===== src/rtl/ld8_pkg.sv =====
// Shared constants and types for the 8-bit load execution unit.
// Assumes 3-bit register select fields and 8-bit opcodes.
package ld8_pkg;
    localparam int          RSEL_W   = 3;
    localparam int          NSLOT    = 1 << RSEL_W;
    localparam logic [2:0]  CODE_H   = 3'b100;
    localparam logic [2:0]  CODE_L   = 3'b101;
    localparam logic [2:0]  CODE_MEM = 3'b110;
    localparam logic [7:0]  PFX_X    = 8'hDD;
    localparam logic [7:0]  PFX_Y    = 8'hFD;

    typedef enum logic [2:0] {
        ST_OP, ST_DISP, ST_IMM, ST_RD, ST_WR, ST_HALT
    } fsm_t;

    typedef enum logic [3:0] {
        K_BAD, K_PFX_X, K_PFX_Y, K_MOVE, K_IMM, K_LDHL, K_STHL, K_HALT, K_IDX
    } kind_t;
endpackage


===== src/rtl/ld8_decode.sv =====
// Opcode classifier: maps one opcode byte plus the prefix-pending flag to an
// instruction kind and its destination/source register fields.
// Assumes the caller only acts on the result in the byte-consume cycle.
module ld8_decode
    import ld8_pkg::*;
(
    input  logic [7:0] op,
    input  logic       pfx_on,
    output kind_t      kind,
    output logic [2:0] dst,
    output logic [2:0] src
);
    logic [1:0] grp;

    assign grp = op[7:6];
    assign dst = op[5:3];
    assign src = op[2:0];

    // Classify the byte; after a prefix only the indexed-read form is legal.
    always_comb begin
        kind = K_BAD;
        if (pfx_on) begin
            if (grp == 2'b01 && src == CODE_MEM && dst != CODE_MEM)
                kind = K_IDX;
        end else if (op == PFX_X) begin
            kind = K_PFX_X;
        end else if (op == PFX_Y) begin
            kind = K_PFX_Y;
        end else if (grp == 2'b01) begin
            if (dst == CODE_MEM && src == CODE_MEM)
                kind = K_HALT;
            else if (dst == CODE_MEM)
                kind = K_STHL;
            else if (src == CODE_MEM)
                kind = K_LDHL;
            else
                kind = K_MOVE;
        end else if (grp == 2'b00 && src == CODE_MEM && dst != CODE_MEM) begin
            kind = K_IMM;
        end
    end
endmodule


===== src/rtl/ld8_regfile.sv =====
// Working register file: one slot per 3-bit code, with the memory code slot
// tied to zero. One write port, one read port, an H:L pair output and a
// flat debug view. Assumes the writer never selects the memory code.
module ld8_regfile
    import ld8_pkg::*;
#(
    parameter int DW = 8
) (
    input  logic               clk,
    input  logic               rst_n,
    input  logic               wr_en,
    input  logic [RSEL_W-1:0]  wr_sel,
    input  logic [DW-1:0]      wr_data,
    input  logic [RSEL_W-1:0]  rd_sel,
    output logic [DW-1:0]      rd_data,
    output logic [2*DW-1:0]    hl,
    output logic [NSLOT*DW-1:0] dbg_flat
);
    logic [DW-1:0] slot [NSLOT];

    for (genvar k = 0; k < NSLOT; k++) begin : g_slot
        if (k == int'(CODE_MEM)) begin : g_void
            assign slot[k] = '0;
        end else begin : g_reg
            logic [DW-1:0] q;
            // Hold the register, loading it when selected for write.
            always_ff @(posedge clk) begin
                if (!rst_n)
                    q <= '0;
                else if (wr_en && wr_sel == RSEL_W'(k))
                    q <= wr_data;
            end
            assign slot[k] = q;
        end
        assign dbg_flat[k*DW +: DW] = slot[k];
    end

    assign rd_data = slot[rd_sel];
    assign hl      = {slot[CODE_H], slot[CODE_L]};
endmodule


===== src/rtl/ld8_agen.sv =====
// Indexed address generator: base plus sign-extended displacement, wrapping
// modulo the address space. Purely combinational.
module ld8_agen #(
    parameter int DW = 8
) (
    input  logic [2*DW-1:0] base,
    input  logic [DW-1:0]   disp,
    output logic [2*DW-1:0] ea
);
    assign ea = base + {{DW{disp[DW-1]}}, disp};
endmodule


===== src/rtl/ld8_exec_unit.sv =====
// Byte-serial execution unit for the 8-bit load group.
// Every byte fetch takes two cycles (address, then data); a memory read
// takes two cycles and a store one write cycle. Unsupported bytes set a
// sticky illegal flag and stop the unit. Assumes read data returns one
// cycle after the address and that writes complete at the clock edge.
module ld8_exec_unit
    import ld8_pkg::*;
#(
    parameter int                DW     = 8,
    parameter logic [2*DW-1:0]   IX_RST = 16'h0800,
    parameter logic [2*DW-1:0]   IY_RST = 16'hFFF0
) (
    input  logic                clk,
    input  logic                rst_n,
    output logic [2*DW-1:0]     mem_addr,
    input  logic [DW-1:0]       mem_rdata,
    output logic [DW-1:0]       mem_wdata,
    output logic                mem_we,
    output logic                halted,
    output logic                illegal,
    output logic [2*DW-1:0]     pc_out,
    output logic [NSLOT*DW-1:0] dbg_regs
);
    localparam int AW = 2 * DW;

    fsm_t              state;
    logic              ph;
    logic [AW-1:0]     pc;
    logic              pfx_on;
    logic              pfx_y;
    logic [RSEL_W-1:0] dst_q;
    logic [RSEL_W-1:0] src_q;
    logic [AW-1:0]     ea_q;
    logic              ill_q;
    logic [AW-1:0]     ix_q;
    logic [AW-1:0]     iy_q;

    kind_t             kind;
    logic [RSEL_W-1:0] dec_dst;
    logic [RSEL_W-1:0] dec_src;
    logic              rf_we;
    logic [RSEL_W-1:0] rf_wsel;
    logic [DW-1:0]     rf_wdata;
    logic [RSEL_W-1:0] rf_rsel;
    logic [DW-1:0]     rf_rdata;
    logic [AW-1:0]     hl;
    logic [AW-1:0]     ea_idx;

    ld8_decode u_dec (
        .op     (mem_rdata),
        .pfx_on (pfx_on),
        .kind   (kind),
        .dst    (dec_dst),
        .src    (dec_src)
    );

    ld8_regfile #(.DW(DW)) u_rf (
        .clk      (clk),
        .rst_n    (rst_n),
        .wr_en    (rf_we),
        .wr_sel   (rf_wsel),
        .wr_data  (rf_wdata),
        .rd_sel   (rf_rsel),
        .rd_data  (rf_rdata),
        .hl       (hl),
        .dbg_flat (dbg_regs)
    );

    ld8_agen #(.DW(DW)) u_agen (
        .base (pfx_y ? iy_q : ix_q),
        .disp (mem_rdata),
        .ea   (ea_idx)
    );

    // Register-file port steering: moves read a register, other loads take memory data.
    always_comb begin
        rf_we    = ph && ((state == ST_OP && kind == K_MOVE) ||
                          state == ST_IMM || state == ST_RD);
        rf_wsel  = (state == ST_OP) ? dec_dst : dst_q;
        rf_rsel  = (state == ST_OP) ? dec_src : src_q;
        rf_wdata = (state == ST_OP) ? rf_rdata : mem_rdata;
    end

    // Memory address source per state.
    always_comb begin
        case (state)
            ST_RD:   mem_addr = ea_q;
            ST_WR:   mem_addr = hl;
            default: mem_addr = pc;
        endcase
    end

    assign mem_we    = (state == ST_WR);
    assign mem_wdata = rf_rdata;
    assign halted    = (state == ST_HALT);
    assign illegal   = ill_q;
    assign pc_out    = pc;

    // Sequencer: byte phases, program counter, prefix and address latching.
    always_ff @(posedge clk) begin
        if (!rst_n) begin
            state  <= ST_OP;
            ph     <= 1'b0;
            pc     <= '0;
            pfx_on <= 1'b0;
            pfx_y  <= 1'b0;
            dst_q  <= '0;
            src_q  <= '0;
            ea_q   <= '0;
            ill_q  <= 1'b0;
            ix_q   <= IX_RST;
            iy_q   <= IY_RST;
        end else begin
            case (state)
                ST_OP: begin
                    ph <= !ph;
                    if (ph) begin
                        pc <= pc + AW'(1);
                        case (kind)
                            K_PFX_X: begin pfx_on <= 1'b1; pfx_y <= 1'b0; end
                            K_PFX_Y: begin pfx_on <= 1'b1; pfx_y <= 1'b1; end
                            K_MOVE:  ;
                            K_IMM:   begin dst_q <= dec_dst; state <= ST_IMM; end
                            K_LDHL:  begin dst_q <= dec_dst; ea_q <= hl; state <= ST_RD; end
                            K_STHL:  begin src_q <= dec_src; state <= ST_WR; end
                            K_IDX:   begin dst_q <= dec_dst; state <= ST_DISP; end
                            K_HALT:  state <= ST_HALT;
                            default: begin ill_q <= 1'b1; state <= ST_HALT; end
                        endcase
                    end
                end
                ST_DISP: begin
                    ph <= !ph;
                    if (ph) begin
                        pc     <= pc + AW'(1);
                        ea_q   <= ea_idx;
                        pfx_on <= 1'b0;
                        state  <= ST_RD;
                    end
                end
                ST_IMM: begin
                    ph <= !ph;
                    if (ph) begin
                        pc    <= pc + AW'(1);
                        state <= ST_OP;
                    end
                end
                ST_RD: begin
                    ph <= !ph;
                    if (ph)
                        state <= ST_OP;
                end
                ST_WR:   state <= ST_OP;
                default: state <= ST_HALT;
            endcase
        end
    end
endmodule


===== config.mk =====
export PLATFORM = sky130hd
export DESIGN_NAME = ld8_exec_unit
export DESIGN_NICKNAME = d
export VERILOG_FILES = /design/src/rtl/ld8_pkg.sv /design/src/rtl/ld8_decode.sv /design/src/rtl/ld8_regfile.sv /design/src/rtl/ld8_agen.sv /design/src/rtl/ld8_exec_unit.sv
export SDC_FILE = /design/constraint.sdc
export NUM_CORES = 1
export LEC_CHECK = 0
export ABC_AREA = 1
export CAP_MARGIN = 20
export CORE_ASPECT_RATIO = 0.9
export CORE_MARGIN = 4
export CORE_UTILIZATION = 40
export DETAILED_ROUTE_END_ITERATION = 10
export GPL_ROUTABILITY_DRIVEN = 0
export PLACE_DENSITY_LB_ADDON = 0.2
export SYNTH_ARGS = -nofsm -noshare
export SYNTH_HDL_FRONTEND = slang
export SYNTH_SLANG_ARGS = --single-unit

===== constraint.sdc =====
create_clock -name clk -period 4.7 [get_ports clk]
set_input_delay 0.94 -clock clk [delete_from_list [all_inputs] [get_ports clk]]
set_output_delay 0.94 -clock clk [all_outputs]
set_load 0.02 [all_outputs]

==> results.py <==
metrics = {
    "min_path": {
        "min_path_cells": 2,
        "min_path_type": "flip-flop to flip-flop",
    },
    "cts": {
        "cts.sinks": 101,
        "clock_latency_ns": 0.36,
        "clk_pin_slew_ns": 0.07,
        "cts_hold_buffers": 0,
        "root_buffer": "clkbuf_16",
        "post_cts_buffers": 0,
        "cts-buffers-inserted": 9,
        "htree_levels": 3,
        "cts_buffer_depth": 2,
        "cts_resized": 0,
        "cts_tree": "yes",
    },
    "drt": {
        "drc": 0,
        "route.vias.total": 6623,
        "antenna_left": 0,
        "wl_per_cell_um": 16.9,
        "firstDrtPassIters": 5,
        "wl_um": 21400,
        "viasPerCell": 5.22,
        "drt_iter0_markers": 835,
    },
    "cells_and_area": {
        "fin_area_um2": 7680,
        "layout.nets": 1086,
        "final_common_cell": "nand2_1",
        "synthToLayoutAreaGrowth_pct": 23.5,
        "diodes": 0,
        "final_cell_mix": "nand2_1, clkdlybuf4s50_1, inv_1",
        "drive_above_1_share": 0.0907,
    },
    "die": {
        "rows": 42,
        "die-width_um": 139,
        "core_area_um2": 15000,
        "dieArea_um2": 17600,
        "die_h_um": 126,
        "start_util": 0.416,
        "ios": 117,
    },
    "critical_path": {
        "path_class": "flip-flop to output port",
        "cp.required_ns": 3.76,
        "end_kind": "output port",
        "cp_max_fo": 20,
        "r2r_cells": 10,
        "arrival_ns": 3.19,
        "startpoint_type": "flip-flop",
    },
    "power": {
        "p_per_area_nw_per_um2": 521,
        "p_leak_uw": 0.00296,
        "vdd_drop_max_v": 0.000361,
    },
    "logic_synthesis": {
        "synth_top_cell_area_share": 0.325,
        "synth.cell_area_um2": 6220,
        "yosys-top-cells-area": "dfxtp_1, nand2_1, nand3_1, inv_1, a21oi_1",
        "ys_types": 39,
        "ys_seq_elements": 101,
        "synth_top_area_cell": "dfxtp_1",
        "async_flop_share": 0,
        "yosysSeqAreaShare": 0.325,
        "syn-instance-count": 970,
        "yosys_warnings": 0,
        "syn-mean-instance-area_um2": 6.42,
        "ys.flop_type": "dfxtp_1",
        "synth_enable_flop_cells": 0,
    },
    "placed_design": {
        "port_buffers": 108,
        "dpl-instance-area_um2": 7380,
        "dp_hpwl_um": 15700,
    },
    "timing": {
        "fmax_mhz": 242,
        "rsz0062_at_grt": "false",
        "finalHoldViolations": 0,
        "fin_tns_setup_ns": 0,
        "setup_violations": 0,
        "max_slew_margin": 0.310,
        "worst_pin_slew_ns": 1.03,
        "fin_crit_sh": 0.880,
        "slew_violations": 0,
        "min_period_ns": 4.13,
        "clock_skew_ns": 0.00523,
    },
    "job": {
        "drv_cap": 0,
    },
    "global_routing": {
        "antenna_found_initial": 0,
        "grt_pass1_wl_um": 33200,
        "grt_pass1_vias": 5899,
        "grt_max_degree": 43,
        "grt_overflow": 0,
        "gr-usage-all-layers": 0.237,
    },
    "run_status": {
        "status": "completed",
    },
}
==> path summary, 6_finish.rpt <==
| kind | start | endpoint | slack (ns) |
|---|---|---|---|
| setup / recovery | state[1] | mem_wdata[5] | 0.57 |
| setup reg to reg | state[1] | u_rf.g_slot[2].g_reg.q[0] | 1.96 |
| hold / removal | src_q[2] | src_q[2] | 0.47 |
| hold reg to reg | src_q[2] | src_q[2] | 0.47 |
==> worst max-delay path, cell delays in order, from the launching register on <==
cell             delay [ns]
dfxtp_1                0.54
nor2_4                 0.12
nand2_4                0.33
inv_2                  0.23
o21ai_2                0.61
nor2_1                 0.13
nand2_2                0.10
and2_1                 0.15
clkdlybuf4s50_1        0.61
==> layout make-up <==
type | instances | area [um2]
clock buffer | 10 | 229
inverter | 117 | 444
fill | 1567 | 7290
clock inverter | 6 | 76.3
tap | 198 | 248
timing repair buffer | 115 | 1130
sequential | 101 | 2020
multi-input combinational | 721 | 3530
==> cell families (layout without fill, tap and decap cells) <==
| group | after synthesis | count (layout) | share of synthesized area |
|---|---|---|---|
| AO/OA/AOI/OAI | 153 | 153 | 0.141 |
| XOR/XNOR | 3 | 3 | 0.00422 |
| adder cells (fa/ha/maj) | 11 | 11 | 0.0245 |
| buffers and inverters | 155 | 248 | 0.112 |
| flip-flops | 101 | 101 | 0.325 |
| other | 1 | 8 | 0.000602 |
| AND/OR/NAND/NOR | 546 | 546 | 0.393 |
==> flip-flops by register name, indices dropped and copies added, names as in the netlist <==
name and cells:
u_rf.g_slot.g_reg.q 56, ea_q 16, pc_out 16, dst_q 3
src_q 3, state 3, illegal 1, pfx_on 1
pfx_y 1, ph 1
==> through the flow <==
stage	hold slack, ns	total power (uW)	worst slack (ns)	instances	util
5_1_grt	0.504	4220	0.427	1268	0.513
3_3_place_gp	0.457	3170	0.729	1252	0.493
3_5_place_dp	0.461	3170	0.698	1252	0.493
4_1_cts	0.472	3970	0.611	1268	0.513
6_report	0.473	4000	0.566	1268	0.513
2_1_floorplan	0.438	2540	1.84	977	-
==> power by group <==
part | switching [uW] | internal, uW | total (uW) | leakage [uW]
clock network | 374 | 423 | 797 | 0.000143
logic | 1580 | 654 | 2230 | 0.00200
registers | 62.7 | 909 | 972 | 0.000815
==> layer usage <==
layer / GRT usage / routed length, um / vias to the layer above
li1: - / - / 3257
met1: 0.363 / 10300 / 3059
met2: 0.336 / 8880 / 283
met3: 0.0534 / 1850 / 24
met4: 0.0518 / 360 / 0
met5: 0 / 0 / -
==> Yosys cell counts, types with 5 or more instances <==
master	n
buf_4	11
nand2_2	19
and2_1	8
a21oi_1	76
dfxtp_1	101
nor2_1	98
nand4_1	5
o211ai_1	17
clkbuf_1	15
o21ai_0	48
nand3_1	89
nand3_2	6
inv_1	103
inv_2	12
nand2_4	7
nor3_1	13
ha_1	9
nor2_2	11
buf_6	7
nand2_1	280
Power figures use the tool's default switching activity.
